File: config.mk
export PLATFORM = sky130hd
export DESIGN_NAME = oc_uv_guard
export DESIGN_NICKNAME = d
export VERILOG_FILES = /design/src/rtl/oc_uv_guard.sv
export SDC_FILE = /design/constraint.sdc
export NUM_CORES = 1
export LEC_CHECK = 0
export BUFFER_PORTS_ARGS = -buffer_cell sky130_fd_sc_hd__buf_2
export CORE_MARGIN = 2
export CORE_UTILIZATION = 45
export CTS_CLUSTER_SIZE = 12
export DETAILED_ROUTE_END_ITERATION = 6
export MAX_ROUTING_LAYER = met4
export PLACE_DENSITY = 0.59
export SYNTH_ARGS = -nofsm -noshare
export SYNTH_HDL_FRONTEND = slang
export SYNTH_SLANG_ARGS = --single-unit
File: constraint.sdc
create_clock -name clk -period 1.6 [get_ports clk]
set_input_delay 0.08 -clock clk [delete_from_list [all_inputs] [get_ports clk]]
set_output_delay 0.08 -clock clk [all_outputs]
set_load 0.01 [all_outputs]
File: src/rtl/oc_uv_guard.sv
module oc_uv_guard #(
  parameter int FILT_CYC = 53,
  parameter int DLY_CYC  = 100,
  parameter int CLR_CYC  = 4000
) (
  input  logic clk,
  input  logic rst_n,
  input  logic oc_flag,
  input  logic sup_hi,
  input  logic sup_lo,
  output logic drv_off,
  output logic flt_n
);
  localparam int MAXC = (DLY_CYC > CLR_CYC) ? DLY_CYC : CLR_CYC;
  localparam int CW = $clog2(MAXC + 1);
  localparam logic [CW-1:0] FILT_LAST = CW'(FILT_CYC - 1);
  localparam logic [CW-1:0] DLY_LAST  = CW'(DLY_CYC - 1);
  localparam logic [CW-1:0] CLR_LAST  = CW'(CLR_CYC - 1);
  localparam logic [CW-1:0] ONE       = CW'(1);

  typedef enum logic [1:0] {S_IDLE, S_ARM, S_PEND, S_HOLD} st_t;

  st_t           st;
  logic [CW-1:0] cnt;
  logic          uv_lock;

  always_ff @(posedge clk or negedge rst_n) begin
    if (!rst_n) uv_lock <= 1'b1;
    else if (sup_lo) uv_lock <= 1'b1;
    else if (sup_hi) uv_lock <= 1'b0;
  end

  always_ff @(posedge clk or negedge rst_n) begin
    if (!rst_n) begin
      st  <= S_IDLE;
      cnt <= '0;
    end else begin
      case (st)
        S_IDLE: if (oc_flag) begin
          st  <= S_ARM;
          cnt <= ONE;
        end
        S_ARM: begin
          if (!oc_flag) begin
            st  <= S_IDLE;
            cnt <= '0;
          end else begin
            if (cnt == FILT_LAST) st <= S_PEND;
            cnt <= cnt + ONE;
          end
        end
        S_PEND: begin
          if (cnt == DLY_LAST) begin
            st  <= S_HOLD;
            cnt <= '0;
          end else cnt <= cnt + ONE;
        end
        default: begin
          if (cnt == CLR_LAST) begin
            cnt <= '0;
            if (!oc_flag) st <= S_IDLE;
          end else cnt <= cnt + ONE;
        end
      endcase
    end
  end

  assign drv_off = uv_lock | (st == S_HOLD);
  assign flt_n   = ~drv_off;

  p_uv_set_r3: assert property (@(posedge clk) disable iff (!rst_n)
    sup_lo |=> drv_off);
  p_uv_clr_r2: assert property (@(posedge clk) disable iff (!rst_n)
    (sup_hi && !sup_lo) |=> !uv_lock);
  p_uv_keep_r4: assert property (@(posedge clk) disable iff (!rst_n)
    (!sup_hi && !sup_lo) |=> $stable(uv_lock));
  p_filter_drop_r5: assert property (@(posedge clk) disable iff (!rst_n)
    (st == S_ARM && !oc_flag) |=> st == S_IDLE);
  p_hold_from_pend_r6: assert property (@(posedge clk) disable iff (!rst_n)
    (st == S_HOLD && $past(st) != S_HOLD) |-> $past(st) == S_PEND);
  p_release_quiet_r7: assert property (@(posedge clk) disable iff (!rst_n)
    (st == S_IDLE && $past(st) == S_HOLD) |-> !$past(oc_flag));
  p_pin_level_r9: assert property (@(posedge clk) disable iff (!rst_n)
    sup_lo |=> !flt_n);
endmodule

==> impl_results.md, run 1 <==
* Worst r2r dst: cnt[6]$_DFFE_PN0P_
* WL final at between 2000 and 2500 um
* GRT Overall Usage at 21.34%
* CTS tree: done
* Initial antenna violation count at 0
* I/O Pins at 7
* Yosys cell types at 34
* Nets at approximately 140
* Endpoint class of the critical path: flop
* Avg WL per Cell at roughly 14 um
* Port Buffer Count at 6
* Grt total ovfl at 0
* Worst hold slack at around 0.032 ns
* Clk_lat worst skew at 0.28 ns
* Hold Crit Start: sup_hi
* Detailed placement HPWL at ~1600 um
* Vias per cell at 5.583
* # DRC at 0
* Clock sinks at 15
* Crit Path Class: reg2reg
* Largest net degree at the start of global routing at 16
* Status: completed
* R2R setup slack at between 0.05 and 0.06 ns
* #FFs+latches synth at 15
* Routed Antenna Nets at 0
* Die area at 0.002533 sq mm
* Avg Inst Size Synth at ~9.2 sq um
* Final setup vio count at 0
* # diodes at 0
* Cell Area, Synth at roughly 970 sq um
* Cells on worst reg2reg path at 4
* Hold worst-path end: uv_lock$_DFFE_PN1P_
* Worst Setup Slack, final at ~0.052 ns
* Initial core utilization at about half
* Max Clock Freq at ~650 MHz
* Max-Slew Margin vs Limit at between 70% and 80%
* Data arrival time of the worst path at 1.71 ns
* Setup Skew at 0.001251 ns
* Critical path peak fanout at 8
* Crit share post-route at between 90% and 100%
* Worst vdd ir at just over 0.7 mV
* First-pass GRT wire length at between 3000 and 4000 um
* Startpoint Class: flop
* Pwr dens at 1259 mW/mm^2
* Detailed-router iteration count before antenna repair at 4
* Main flop type after synthesis: dfrtp_1
* Final core utilization at 59.56%
* Synth Instances at approximately 110
* Worst path required time at 1.77 ns
* Final hold viol count at 0
* Min-Delay Path Depth at 3
* Clock Path Buffers at 2
* FF-to-FF Start: cnt[4]$_DFFE_PN0P_
* Slew @ Worst Pin at between 0.4 and 0.5 ns
* Syn_nets at ~110
* Starting DRT DRC Count at 17
* Core footprint at around 0.002 sq mm
* Row count at 16
* Gpl congestion at 0.7885
* Worst-path clk slew at about 0.09 ns
* Max-cap violations at 0
* Inserted Clock Buffers at 3
* Fill cells at about 190
* Number of synthesis warnings at 0
* Clk root buf: clkbuf_4
* Critical Path Start: cnt[4]$_DFFE_PN0P_
* Crit path time final at 1.548 ns
* Htree depth at 1
* Die Wd at just over 50 um
* Seq/Total Area, Yosys at approximately two fifths
* Area Overhead vs Synth at 23.45%
* Vias in the first global route at 847
* Leak at just over 0.5 nW
* Hold Path Class: in2reg
* Total number of vias at 871
* Area after DPL at between 0.001 and 0.0015 sq mm
* EDFF count, synth at 0
* Multi-input combinational cell area at roughly 560 sq um
* Layout cell share with drive strength beyond 1 at between 20 and 30%
* Chip Height at between 50 and 60 um
* Final Cell Area at 0.001192 sq mm
* Async SR Flop Fraction at 100.0%
* Pre-CTS setup slack at 0.02363 ns
* Slew Viols, Final at 0
* Reg area at 379.1 sq um
## placed cells by master (no fill, tap or decap), drive strengths merged
cell         instances
and4                 2
a32o                 1
nor4                 4
nand4                6
ha                   2
o31ai                1
or3                  1
nor2                11
dfrtp               14
xnor2                7
buf                 21
nand2b               1
nand3                5
a21o                 3
clkbuf               3
nand2               10
clkinv               1
nand4b               1
inv                  8
dfstp                1
a311o                1
nor3                 6
o211ai               2
a31oi                3
nor2b                5
o21ai                2
and4bb               2
dlygate4sd3          2
a32oi                1
nor3b                1
and2                 1
## routing by layer
metal / vias up / share of wire (%) / GRT usage, %
met5: - / 0 / -
met2: 16 / 45 / 32.68
met1: 419 / 50 / 27.46
met4: 0 / 0.54 / 6.306
li1: 434 / - / -
met3: 2 / 4.3 / 6.250
## cell families after synthesis
group / count (synthesis) / synth area share [%]
flops: 15 / 38.99
simple gates: 56 / 33.55
xor+xnor: 7 / 6.347
fa+ha+maj: 2 / 2.590
buf+inv: 11 / 4.923
compound gates: 14 / 13.60
## power breakdown
part	switching [mW]	internal, mW	total (mW)	leakage (nW)
sequential	0.121	0.476	0.597	0.184
combinational	0.351	0.342	0.693	0.316
clock	0.119	0.0929	0.212	0.0177
total	0.590	0.911	1.50	0.518
## synth_stat cells, drive strengths merged, types with 3 or more instances
cell type	count	share of area, %
nor2	11	4.3
nand3	5	2.6
inv	8	3.1
nand4	6	4.5
xnor2	7	6.3
buf	3	1.8
a31oi	3	3.5
nor2b	5	3.2
nand2	10	3.9
dfrtp	14	36
nor4	4	3.2
a21o	3	2.3
nor3	6	3.6
## state kept, by name, summed over array words and instances, names as in the netlist
| signal | cells |
|---|---|
| uv_lock | 1 |
| cnt | 12 |
| st | 2 |
## repair_timing
item,in CTS,in global routing
hold buffers,2,0
setup endpoints to repair,0,7
setup buffers,0,2
resized for setup,0,5
endpoints found under the hold margin,16,0
## critical path, stage by stage, from the launching register on
cell      delay, ns
dfrtp_1        0.48
and4bb_2       0.35
nand4_2        0.15
a31oi_4        0.35
nor2_1         0.09
## worst max path at each step
stage / end / slack, ns / depth (start not counted)
finish: cnt[6]$_DFFE_PN0P_ / 0.05 / 4
CTS: cnt[8]$_DFFE_PN0P_ / 0.008 / 4
global placement: cnt[11]$_DFFE_PN0P_ / 0.06 / 5
detailed placement: cnt[8]$_DFFE_PN0P_ / 0.02 / 4
global route: cnt[9]$_DFFE_PN0P_ / -0.005 / 4
floorplan: cnt[10]$_DFFE_PN0P_ / 0.18 / 5
## per-stage QoR
| step | total power [mW] | cells | setup TNS [ns] |
|---|---|---|---|
| 2_1_floorplan | 0.9669 | 105 | 0 |
| 3_3_place_gp | 1.242 | 148 | 0 |
| 3_5_place_dp | 1.253 | 148 | 0 |
| 4_1_cts | 1.483 | 154 | 0 |
| 5_1_grt | 1.636 | 156 | -0.004776 |
| 6_report | 1.501 | 156 | 0 |
## area by class of cell
class | instances | share of cell area (%)
Clock buffer | 3 | 1.889
Clock inverter | 1 | 0.4197
Inverter | 8 | 2.518
Multi-Input combinational cell | 79 | 46.90
Sequential cell | 15 | 31.79
Tap cell | 27 | 2.833
Timing Repair Buffer | 23 | 13.64
Note: power is estimated with default switching activity, not from simulation.
==> run 2, diff against run 1 <==
--- a/config.mk
+++ b/config.mk
@@ -6,12 +6,12 @@
 export NUM_CORES = 1
 export LEC_CHECK = 0
 export BUFFER_PORTS_ARGS = -buffer_cell sky130_fd_sc_hd__buf_2
-export CORE_MARGIN = 2
 export CORE_UTILIZATION = 45
 export CTS_CLUSTER_SIZE = 12
 export DETAILED_ROUTE_END_ITERATION = 6
 export MAX_ROUTING_LAYER = met4
 export PLACE_DENSITY = 0.59
+export REMOVE_ABC_BUFFERS = 1
 export SYNTH_ARGS = -nofsm -noshare
 export SYNTH_HDL_FRONTEND = slang
 export SYNTH_SLANG_ARGS = --single-unit
==> run 2 against run 1 <==
  * Worst hold slack worse by 0.0022 ns
  * Critical path depth stayed put
  * Cell count stayed put
  * Flip-flop and latch count stayed put
  * Global-route usage is 1.0 points higher
  * Clock skew is 0.00053 ns higher
  * Non-clock buffer count stayed put
  * Critical path type unchanged
  * Highest routed layer unchanged
==> impl_results.md, run 2 (synthesis results as in run 1) <==
* Status: completed
* Clk_lat worst skew at 0.28 ns
* Final setup vio count at 0
* Leak at 0.5066 nW
* Hold Path Class: in2reg
* Most frequent cells in the layout: buf_4, dfrtp_1, nor2_1
* Final cell count without fillers at 156
* Total number of vias at 862
* Vias in the first global route at 822
* Initial core utilization at 48.74%
* Avg WL per Cell at 14.29 um
* Core footprint at 0.001982 sq mm
* First-pass GRT wire length at slightly below 4000 um
* Max reg flops at 12
* Clock sinks at 15
* Routed Antenna Nets at 0
* Clk root buf: clkbuf_4
* I/O Pins at 7
* Max-Slew Margin vs Limit at 70.87%
* Reg with most FFs: cnt
* CTS tree: done
* Crit Path Class: reg2reg
* Registers with the most flip-flops: cnt (12), st (2), uv_lock (1)
* Worst hold slack at 0.02962 ns
* Die area at 0.002336 sq mm
* Nets at between 100 and 150
* Gpl congestion at 0.7818
* Number of placed cells counting well taps at about 150
* Detailed-router iteration count before antenna repair at 4
* Initial antenna violation count at 0
* Commonest non-fill, non-tap cell in the layout: buf_4
* Multi-input combinational cell area at ~570 sq um
* Clock Path Buffers at 2
* Crit path time final at around 1.5 ns
* Worst path required time at roughly 1.8 ns
* Detailed placement HPWL at 1621 um
* Setup total negative slack at 0 ns
* Starting DRT DRC Count at 28
* Max Clock Freq at 652.7 MHz
* Grt total ovfl at 0
* Power after layout at about 1.5 mW
* RSZ-0062 raised after global routing: yes
* Final hold viol count at 0
* Layout cell share with drive strength beyond 1 at ~29%
* # diodes at 0
* WL final at ~2200 um
* GRT Overall Usage at 22.35%
* # DRC at 0
* Reg area at approximately 380 sq um
* Chip Height at 48.33 um
* Slew @ Worst Pin at roughly 0.44 ns
* Inserted Clock Buffers at 3
* Endpoint class of the critical path: flop
* Row count at 16
* Data arrival time of the worst path at 1.70 ns
* Startpoint Class: flop
* Max-cap violations at 0
* Vias per cell at between 5 and 6
* Htree depth at 1
* Pwr dens at roughly 1300 mW/mm^2
* Critical path peak fanout at 7
* Die Wd at a little under 50 um
* Fill cells at 188
* Slew Viols, Final at 0
* Crit share post-route at about 96%
* Worst vdd ir at 0.9589 mV
* Largest net degree at the start of global routing at 16
* Setup Skew at about 0.0018 ns
* Port Buffer Count at 6
* Worst-path clk slew at ~0.09 ns
* Area Overhead vs Synth at 24.48%
==> run 2: cell types whose count changed in the layout (fill, tap and decap cells not counted), sizes merged <==
cell and delta:
clkbuf +1, clkinv -1
==> run 2: critical path, stage by stage, from the launching register on <==
cell and delay [ns]:
dfrtp_2 0.47, nor4_4 0.35, nand4_4 0.19, a31oi_4 0.32, nor2_1 0.09
==> run 2: path summary, 6_finish.rpt <==
path | start | endpoint | slack (ns) | cells past startpoint
max | cnt[3]$_DFFE_PN0P_ | cnt[11]$_DFFE_PN0P_ | 0.07 | 4
min | sup_hi | uv_lock$_DFFE_PN1P_ | 0.03 | 3
max reg2reg | cnt[3]$_DFFE_PN0P_ | cnt[11]$_DFFE_PN0P_ | 0.07 | 4
min reg2reg | uv_lock$_DFFE_PN1P_ | uv_lock$_DFFE_PN1P_ | 0.53 | 1
max in group asynchronous | rst_n | uv_lock$_DFFE_PN1P_ | 1.07 | 2
min in group asynchronous | rst_n | cnt[8]$_DFFE_PN0P_ | 0.22 | 2
==> run 2: timing repair <==
action                                 4_1_cts  5_1_grt
endpoints found under the hold margin       16        0
setup endpoints to repair                    0        9
hold buffers                                 2        0
gates resized for setup                      0        7
buffers inserted                             0        2
==> run 2: routing by layer <==
metal,track usage [%],part of all wire (%),vias up
met3,5.975,3.8,4
li1,-,-,428
met5,-,0,-
met2,33.80,46,18
met1,29.18,49,412
met4,7.353,1.3,0
==> run 2: layout make-up <==
type,instances,share of cell area (%)
Tap cell,27,2.810
Multi-Input combinational cell,79,47.45
Sequential cell,15,31.53
Inverter,8,2.497
Clock buffer,4,2.185
Timing Repair Buffer,23,13.53
==> run 2: report_power, final <==
part / switching [mW] / leakage [nW] / total, mW / internal, mW
Clock: 0.122 / 0.0150 / 0.219 / 0.0969
Sequential: 0.131 / 0.184 / 0.611 / 0.481
Combinational: 0.348 / 0.308 / 0.693 / 0.344
==> run 2: metrics by stage <==
step / utilization [%] / instance area [sq um] / setup slack [ns]
2_1_floorplan: - / 948.4 / 0.1640
3_3_place_gp: 56.00 / 1110 / 0.09044
3_5_place_dp: 56.00 / 1110 / 0.04207
4_1_cts: 58.33 / 1156 / 0.01377
5_1_grt: 60.67 / 1202 / -0.02002
6_report: 60.67 / 1202 / 0.06796
